$ cat config.mk
export PLATFORM = sky130hd
export DESIGN_NAME = tick_timer_irq
export DESIGN_NICKNAME = d
export VERILOG_FILES = /design/src/rtl/tick_timer_pkg.sv /design/src/rtl/tick_counter.sv /design/src/rtl/flag_cell.sv /design/src/rtl/csr_regs.sv /design/src/rtl/tick_timer_irq.sv
export SDC_FILE = /design/constraint.sdc
export NUM_CORES = 1
export LEC_CHECK = 0
export ABC_AREA = 0
export BUFFER_PORTS_ARGS = -buffer_cell sky130_fd_sc_hd__buf_2
export CAP_MARGIN = 10
export CORE_UTILIZATION = 35
export DETAILED_ROUTE_END_ITERATION = 12
export PLACE_DENSITY = 0.58
export SYNTH_ARGS = -nofsm -noshare
export SYNTH_HDL_FRONTEND = slang
export SYNTH_SLANG_ARGS = --single-unit
$ cat constraint.sdc
create_clock -name clk -period 1.25 [get_ports clk]
set_input_delay 0.0625 -clock clk [delete_from_list [all_inputs] [get_ports clk]]
set_output_delay 0.0625 -clock clk [all_outputs]
set_load 0.05 [all_outputs]
$ cat src/rtl/tick_timer_pkg.sv
package tick_timer_pkg;

    localparam int DATA_W     = 8;
    localparam int DEF_CNT_W  = 8;
    localparam int DEF_RATE_W = 2;

    // event source indices in flag / enable vectors
    localparam int NSRC    = 2;
    localparam int SRC_RT  = 0;
    localparam int SRC_OVF = 1;

    // status byte bit positions (software-visible layout)
    localparam int B_OVF_FLAG = 7;
    localparam int B_RT_FLAG  = 6;
    localparam int B_OVF_EN   = 5;
    localparam int B_RT_EN    = 4;
    localparam int B_OVF_ACK  = 3;
    localparam int B_RT_ACK   = 2;

    typedef enum logic {
        SEL_CSR = 1'b0,
        SEL_CNT = 1'b1
    } reg_sel_e;

    typedef struct packed {
        logic       ovf_en;
        logic       rt_en;
        logic [1:0] rate;
    } ctrl_t;

    localparam ctrl_t CTRL_RESET = '{ovf_en: 1'b0, rt_en: 1'b0, rate: 2'd0};

    function automatic logic [DATA_W-1:0] pack_status(input logic [NSRC-1:0] flags,
                                                      input ctrl_t c);
        logic [DATA_W-1:0] b;
        b             = '0;
        b[B_OVF_FLAG] = flags[SRC_OVF];
        b[B_RT_FLAG]  = flags[SRC_RT];
        b[B_OVF_EN]   = c.ovf_en;
        b[B_RT_EN]    = c.rt_en;
        b[B_OVF_ACK]  = 1'b1;
        b[B_RT_ACK]   = 1'b1;
        b[1:0]        = c.rate;
        return b;
    endfunction

endpackage

$ cat src/rtl/tick_counter.sv
module tick_counter
    import tick_timer_pkg::*;
#(
    parameter int CNT_W  = DEF_CNT_W,
    parameter int RATE_W = DEF_RATE_W
) (
    input  logic              clk,
    input  logic              rst,
    input  logic              tick,
    input  logic [RATE_W-1:0] rate,
    output logic [CNT_W-1:0]  cnt,
    output logic [NSRC-1:0]   hit
);
    localparam int EXT_W = CNT_W + (1 << RATE_W) - 1;

    logic [EXT_W-1:0] ext_q;
    logic [EXT_W-1:0] period_mask;

    always_ff @(posedge clk) begin
        if (rst)
            ext_q <= '0;
        else if (tick)
            ext_q <= ext_q + 1'b1;
    end

    // low CNT_W+rate bits all ones means the next tick closes a period
    always_comb begin
        for (int i = 0; i < EXT_W; i++)
            period_mask[i] = (i < CNT_W + int'(rate));
    end

    always_comb begin
        hit          = '0;
        hit[SRC_OVF] = tick && (&ext_q[CNT_W-1:0]);
        hit[SRC_RT]  = tick && ((ext_q & period_mask) == period_mask);
    end

    assign cnt = ext_q[CNT_W-1:0];

    AST_CNT_STEP: assert property (@(posedge clk) disable iff (rst)
        tick |=> cnt == CNT_W'($past(cnt) + 1'b1));
    AST_CNT_HOLD: assert property (@(posedge clk) disable iff (rst)
        !tick |=> $stable(cnt));
endmodule

$ cat src/rtl/flag_cell.sv
module flag_cell (
    input  logic clk,
    input  logic rst,
    input  logic set,
    input  logic clr,
    output logic flag
);
    always_ff @(posedge clk) begin
        if (rst)
            flag <= 1'b0;
        else if (set)
            flag <= 1'b1;
        else if (clr)
            flag <= 1'b0;
    end

    AST_SET_WINS: assert property (@(posedge clk) disable iff (rst)
        (set && clr) |=> flag);
    AST_ACK_CLEARS: assert property (@(posedge clk) disable iff (rst)
        (clr && !set) |=> !flag);
    AST_FLAG_STICKY: assert property (@(posedge clk) disable iff (rst)
        (flag && !clr) |=> flag);
endmodule

$ cat src/rtl/csr_regs.sv
module csr_regs
    import tick_timer_pkg::*;
#(
    parameter int CNT_W = DEF_CNT_W
) (
    input  logic              clk,
    input  logic              rst,
    input  logic              wr,
    input  logic              sel,
    input  logic [DATA_W-1:0] wdata,
    input  logic [NSRC-1:0]   flags,
    input  logic [CNT_W-1:0]  cnt,
    output ctrl_t             ctrl,
    output logic [NSRC-1:0]   clr,
    output logic [DATA_W-1:0] rdata
);
    reg_sel_e sel_e;
    logic     csr_wr;

    assign sel_e  = reg_sel_e'(sel);
    assign csr_wr = wr && (sel_e == SEL_CSR);

    always_ff @(posedge clk) begin
        if (rst)
            ctrl <= CTRL_RESET;
        else if (csr_wr) begin
            ctrl.ovf_en <= wdata[B_OVF_EN];
            ctrl.rt_en  <= wdata[B_RT_EN];
            ctrl.rate   <= wdata[1:0];
        end
    end

    always_comb begin
        clr          = '0;
        clr[SRC_OVF] = csr_wr && !wdata[B_OVF_ACK];
        clr[SRC_RT]  = csr_wr && !wdata[B_RT_ACK];
    end

    always_comb begin
        case (sel_e)
            SEL_CSR: rdata = pack_status(flags, ctrl);
            default: rdata = DATA_W'(cnt);
        endcase
    end

    AST_CTRL_HOLD: assert property (@(posedge clk) disable iff (rst)
        !csr_wr |=> $stable(ctrl));
endmodule

$ cat src/rtl/tick_timer_irq.sv
module tick_timer_irq
    import tick_timer_pkg::*;
#(
    parameter int CNT_W  = DEF_CNT_W,
    parameter int RATE_W = DEF_RATE_W
) (
    input  logic              clk,
    input  logic              rst,
    input  logic              tick_en,
    input  logic              reg_wr,
    input  logic              reg_sel,
    input  logic [DATA_W-1:0] reg_wdata,
    output logic [DATA_W-1:0] reg_rdata,
    output logic              irq
);
    logic [CNT_W-1:0] cnt;
    logic [NSRC-1:0]  hit;
    logic [NSRC-1:0]  clr;
    logic [NSRC-1:0]  flags;
    logic [NSRC-1:0]  en_vec;
    ctrl_t            ctrl;

    tick_counter #(.CNT_W(CNT_W), .RATE_W(RATE_W)) u_cnt (
        .clk  (clk),
        .rst  (rst),
        .tick (tick_en),
        .rate (ctrl.rate),
        .cnt  (cnt),
        .hit  (hit)
    );

    for (genvar s = 0; s < NSRC; s++) begin : g_flag
        flag_cell u_flag (
            .clk  (clk),
            .rst  (rst),
            .set  (hit[s]),
            .clr  (clr[s]),
            .flag (flags[s])
        );
    end

    csr_regs #(.CNT_W(CNT_W)) u_csr (
        .clk   (clk),
        .rst   (rst),
        .wr    (reg_wr),
        .sel   (reg_sel),
        .wdata (reg_wdata),
        .flags (flags),
        .cnt   (cnt),
        .ctrl  (ctrl),
        .clr   (clr),
        .rdata (reg_rdata)
    );

    always_comb begin
        en_vec          = '0;
        en_vec[SRC_OVF] = ctrl.ovf_en;
        en_vec[SRC_RT]  = ctrl.rt_en;
    end

    assign irq = |(flags & en_vec);

    AST_OVF_SET: assert property (@(posedge clk) disable iff (rst)
        (tick_en && (&cnt)) |=> flags[SRC_OVF]);
    AST_RT_CAUSE: assert property (@(posedge clk) disable iff (rst)
        $rose(flags[SRC_RT]) |-> $past(tick_en));
    AST_IRQ_MASKED: assert property (@(posedge clk) disable iff (rst)
        (!ctrl.ovf_en && !ctrl.rt_en) |-> !irq);
endmodule

==> summary.txt, run 1 <==
initial antenna violation count - 0
Max Used Layer - met4
leading area contributor after synthesis - dfxtp_1
vias in the first global route - 728
Nets - 144
ys flop type - dfxtp_1
CTS Sinks - 17
drt initial violations - 9
Worst R2R Setup Slack - -10 ps
Post-Synth XOR/XNOR Area - 4.20%
area of the multi-input gates - 515 µm²
slack of the critical path - -11.2 ps
routed wl met3 - 58 µm
Die H - 50.8 µm
wire per inst - 13.3 µm
final setup vio count - 4
mux cell area share after synthesis - 14.1%
Peak supply drop - 0.768 mV
Hold Violations, Final - 0
Initial Util - 37.3%
CP Launch Type - flop
hold path depth - 3
YS warnings - 0
sequential-to-total area share from yosys stat - 40.8%
compound-gate portion of the synthesized area - 14.3%
unrepaired setup endpoints after global routing - true
TNS Setup - -22.5 ps
crit path time final - 1260 ps
power per cell area - 832 nW/µm²
Final Skew - 0.635 ps
run status - finished with violations
clock slew at reported path FFs - 100 ps
syn_area_per_cell - 9.16 µm²
Slew headroom - 75.3%
Max-Cap Viols - 0
first-pass GRT wire length - 3.39 mm
R2R Path Start - u_cnt.ext_q[4]
DRT Pass-1 Iters - 4
Root Driver - clkbuf_4
worst hold slack - 64.6 ps
CTS tree - built
GRT overflow - 0
async set-reset flop share out of synthesis - 0%
final clock period utilization by the worst path - 101%
Worst-Margin Slew - 370 ps
input/output buffers - 19
flops & latches, synth - 17
failing checks - negative setup slack
largest family of logic cells by synthesized area - simple AND/OR/NAND/NOR gates
Die Width - 50.8 µm
drt drc - 0
post-synthesis simple-gate area fraction - 21.0%
Routed met2 length - 1.06 mm
Worst Path Arrival - 1490 ps
syn_nets - 105
top post-synthesis cells by area - dfxtp_1, mux2i_1, mux2_1
Post-DRT Antenna Nets - 0
total global-route track usage - 17.8%
Core Area - 2230 µm²
hold worst-path end - g_flag[1].u_flag.flag
Fmax - 0.793 GHz
die area - 2580 µm²
CP max FO - 8
HP Class - input pin to flop
WS Path Type - flop to flop
count leader, synth - dfxtp_1
Worst Min Path Start - reg_wdata[3]
H-tree levels - 1
Clock Path Buffers - 2
synth cell count leaders - dfxtp_1, nor2_1, a21oi_1
largest net degree at the start of global routing - 19
# fillers - 202
register area - 364 µm²
share of the synthesized area in the top cell type - 40.8%
wl on met1 - 950 µm
CP endpoint kind - flop
final wirelength - 2.08 mm
area delta synth->final - 53.6%
# diodes - 0
Placer Congestion - 0.747
Via density - 4.99
Adder-Cell Fraction of Synth Area - 1.50%
num ports - 22
FP Rows - 17
synthesized area - 833 µm²
via count - 784
R2R cell count - 3
Syn Inst Count - 91
fraction of layout cells with a size suffix above 1 - 46.5%
EDFF count, synth - 0
placed wire-length estimate - 1.38 mm
required time of the critical path - 1480 ps
worst skew pair latency - 290 ps
Lkg Pwr - 0.543 nW
Unique masters post-synth - 28
Num CTS Buffers - 3
Slew Viols, Final - 0
R2R Path End - u_cnt.ext_q[10]
## report_power, final
| part | leakage, nW | total (mW) | internal (mW) | switching (mW) |
|---|---|---|---|---|
| Sequential | 0.144 | 0.565 | 0.549 | 0.0164 |
| Clock | 0.0150 | 0.295 | 0.124 | 0.171 |
| Combinational | 0.384 | 0.205 | 0.102 | 0.103 |
## cell type report
| class | count | share of cell area (%) |
|---|---|---|
| sequential | 17 | 28.4 |
| inverter | 1 | 0.293 |
| multi-input combinational | 67 | 40.3 |
| clock buffer | 4 | 2.05 |
| tap | 28 | 2.74 |
| timing repair buffer | 40 | 26.2 |
## cells in the final DEF (no fill, tap or decap), drive strengths merged
cell type    count
buf             34
dfxtp           17
nor2             9
a21oi            7
mux2             6
o21ai            5
mux2i            5
dlygate4sd3      5
nand4            5
clkbuf           5
nand2b           4
nand2            4
o31ai            4
or3              3
xor2             3
or4              3
nand3            2
a22o             1
inv              1
xnor2            1
or2              1
a21boi           1
a21o             1
nor2b            1
ha               1
## stage by stage
stage	util [%]	power, mW	setup slack [ps]	instances	instance area, µm²
floorplan	-	0.686	7.01	91	848
global placement	46.5	0.733	-51.3	144	1040
detailed placement	46.5	0.735	-74.7	144	1040
CTS	54.5	1.08	-24.6	155	1220
global route	57.3	1.12	-44.6	157	1280
finish	57.3	1.06	-11.2	157	1280
## worst max path at each step
stage | start | to
after floorplan | u_cnt.ext_q[1] | u_cnt.ext_q[10]
after global placement | u_cnt.ext_q[2] | u_cnt.ext_q[5]
after detailed placement | u_cnt.ext_q[4] | u_cnt.ext_q[9]
after CTS | u_cnt.ext_q[5] | reg_rdata[5]
after global routing | u_cnt.ext_q[0] | reg_rdata[0]
final | u_cnt.ext_q[4] | u_cnt.ext_q[10]
## worst max-delay path: stages (launching register included)
cell     delay, ps
dfxtp_2        370
nand4_4        160
or4_4          540
a21oi_1        130
## metal layers
layer  vias up  global-route usage [%]
met5         -                       0
met4         0                    5.56
met3         2                    5.45
met2        12                    28.9
met1       365                    22.4
li1        405                       -
## registers in the layout (all words and copies together), names as in the netlist
name	flops
u_cnt.ext_q	11
u_csr.ctrl	4
g_flag.u_flag.flag	2
## what timing repair did
item | CTS | global route
hold buffers | 5 | 0
setup endpoints to repair | 11 | 13
buffers inserted | 2 | 2
pin swaps | 4 | 4
endpoints found under the hold margin | 5 | 0
gates resized for setup | 28 | 17
## kinds of logic (layout without fill, tap and decap cells)
family                   count (synthesis)  count (layout)
XOR/XNOR                                 4               4
flip-flops                              17              17
AO/OA/AOI/OAI                           19              19
buffers and inverters                    7              45
adder cells (fa/ha/maj)                  1               1
multiplexers                            11              11
AND/OR/NAND/NOR                         32              32
Power figures use the tool's default switching activity.
==> run 2: changes to the inputs <==
--- a/config.mk
+++ b/config.mk
@@ -7,10 +7,11 @@
 export LEC_CHECK = 0
 export ABC_AREA = 0
 export BUFFER_PORTS_ARGS = -buffer_cell sky130_fd_sc_hd__buf_2
-export CAP_MARGIN = 10
 export CORE_UTILIZATION = 35
 export DETAILED_ROUTE_END_ITERATION = 12
+export HOLD_SLACK_MARGIN = 0.12
 export PLACE_DENSITY = 0.58
+export SKIP_CTS_REPAIR_TIMING = 1
 export SYNTH_ARGS = -nofsm -noshare
 export SYNTH_HDL_FRONTEND = slang
 export SYNTH_SLANG_ARGS = --single-unit
==> summary.txt, run 2 (same netlist as run 1, synthesis figures left out) <==
run status - finished with violations
failing checks - negative setup slack
WS Path Type - flop to flop
H-tree levels - 1 (unchanged)
die area - 2580 µm² (unchanged)
crit path time final - 1290 ps (+29.0 ps)
CTS tree - built
Num CTS Buffers - 3 (unchanged)
vias in the first global route - 672 (-7.7%)
clock slew at reported path FFs - 100 ps (about the same)
Die H - 50.8 µm (unchanged)
CP max FO - 8 (unchanged)
worst skew pair latency - 300 ps (about the same)
Post-DRT Antenna Nets - 0 (unchanged)
Worst Path Arrival - 1530 ps (+40 ps)
area delta synth->final - 54.8%
Fmax - 0.775 GHz (-2.2%)
CTS Sinks - 17 (unchanged)
Tot Pwr - 1.07 mW (+0.16%)
Hold Violations, Final - 0 (unchanged)
# diodes - 0 (unchanged)
Root Driver - clkbuf_4
TNS Setup - -108 ps (-85.2 ps)
CP cell instances - nand4_4 > or4_1 > a21oi_2
Via density - 5.13 (+2.8%)
CP max stage delay - 550 ps (about the same)
Placer Congestion - 0.747 (unchanged)
FP Rows - 17 (unchanged)
wire per inst - 13.5 µm (+1.8%)
GRT overflow - 0 (unchanged)
first-pass GRT wire length - 3.08 mm (-9.2%)
Worst-Margin Slew - 357 ps (-13.5 ps)
fraction of layout cells with a size suffix above 1 - 46.9% (+0.41 points)
most frequent cells in the layout - buf_2, buf_4, nor2_1
HP Class - input pin to flop
final setup vio count - 6 (+2)
Regs by FF count - u_cnt.ext_q (11), u_csr.ctrl (4), g_flag.u_flag.flag (2)
Buf/Inv on CP - 0 (unchanged)
initial antenna violation count - 0 (unchanged)
critical path's top delay family - simple AND/OR/NAND/NOR gates
slack of the critical path - -40.2 ps (-29.0 ps)
Initial Util - 37.3% (unchanged)
Reg with most FFs - u_cnt.ext_q
unrepaired setup endpoints after global routing - true
Clock Path Buffers - 2 (unchanged)
DRT Pass-1 Iters - 2 (-2)
drt initial violations - 13 (+4)
input/output buffers - 19 (unchanged)
CP endpoint kind - flop
final wirelength - 2.13 mm (+2.4%)
via count - 811 (+3.4%)
power per cell area - 827 nW/µm² (-0.61%)
Final Skew - 1.06 ps (+0.423 ps)
final clock period utilization by the worst path - 103% (+2.3 points)
CP Launch Type - flop
Max-Cap Viols - 0 (unchanged)
num ports - 22 (unchanged)
largest net degree at the start of global routing - 19 (unchanged)
Nets - 145 (+0.69%)
drt drc - 0 (unchanged)
Slew Viols, Final - 0 (unchanged)
commonest non-fill, non-tap cell in the layout - buf_2
Lkg Pwr - 0.548 nW (+0.95%)
Peak supply drop - 0.768 mV (about the same)
number of flip-flops in the largest register - 11 (unchanged)
Core Area - 2230 µm² (unchanged)
Slew headroom - 76.2% (+0.90 points)
total global-route track usage - 16.3% (-1.5 points)
placed wire-length estimate - 1.38 mm (unchanged)
Die Width - 50.8 µm (unchanged)
required time of the critical path - 1490 ps (about the same)
CP max-delay cell - or4_1
## run 2: cell count changes in the layout (fill, tap and decap cells not counted)
cell           change
clkbuf_4           -1
dlygate4sd3_1      +1
nand2_1            -1
buf_2              +1
nand2_2            +1
## run 2: area by class of cell
class                   instances  area, µm²
repair buffers                 41        343
fillers                       198        943
inverters                       1       3.75
clock buffers                   4       26.3
well taps                      28       35.0
flip-flops and latches         17        364
multi-input cells              67        518
## run 2: final timing paths
path / start / end / slack (ps) / depth (start not counted)
min reg2reg: g_flag[1].u_flag.flag / g_flag[1].u_flag.flag / 520 / 2
min: rst / u_csr.ctrl[0] / 140 / 2
max reg2reg: u_cnt.ext_q[2] / u_cnt.ext_q[9] / -40 / 3
max: u_cnt.ext_q[2] / u_cnt.ext_q[9] / -40 / 3
## run 2: routing by layer
| metal | wire length [µm] | vias up | part of all wire [%] | track usage [%] |
|---|---|---|---|---|
| met5 | 0 | - | 0 | 0 |
| met4 | 38 | 0 | 1.8 | 5.56 |
| met3 | 70 | 5 | 3.3 | 6.06 |
| met2 | 1080 | 11 | 50 | 26.0 |
| met1 | 946 | 386 | 44 | 20.1 |
| li1 | - | 409 | - | - |
## run 2: through the flow
| step | utilization [%] | area (µm²) | cells | worst slack [ps] | hold slack, ps |
|---|---|---|---|---|---|
| 5_1_grt | 57.8 | 1290 | 158 | -80.2 | 153 |
| 3_3_place_gp | 46.5 | 1040 | 144 | -51.3 | 296 |
| 3_5_place_dp | 46.5 | 1040 | 144 | -74.7 | 301 |
| 6_report | 57.8 | 1290 | 158 | -40.2 | 144 |
| 2_1_floorplan | - | 848 | 91 | 7.01 | 204 |
| 4_1_cts | 47.7 | 1060 | 148 | -136 | -10.9 |
## run 2: worst register-to-register path: stages (launching register included)
cell	delay, ps
dfxtp_2	370
nand4_4	160
or4_1	550
a21oi_2	150
## run 2: report_power, final
| group | total (mW) | internal (mW) | switching [mW] |
|---|---|---|---|
| logic | 0.201 | 0.0997 | 0.101 |
| clock network | 0.301 | 0.124 | 0.176 |
| registers | 0.565 | 0.549 | 0.0163 |
| total | 1.07 | 0.773 | 0.294 |
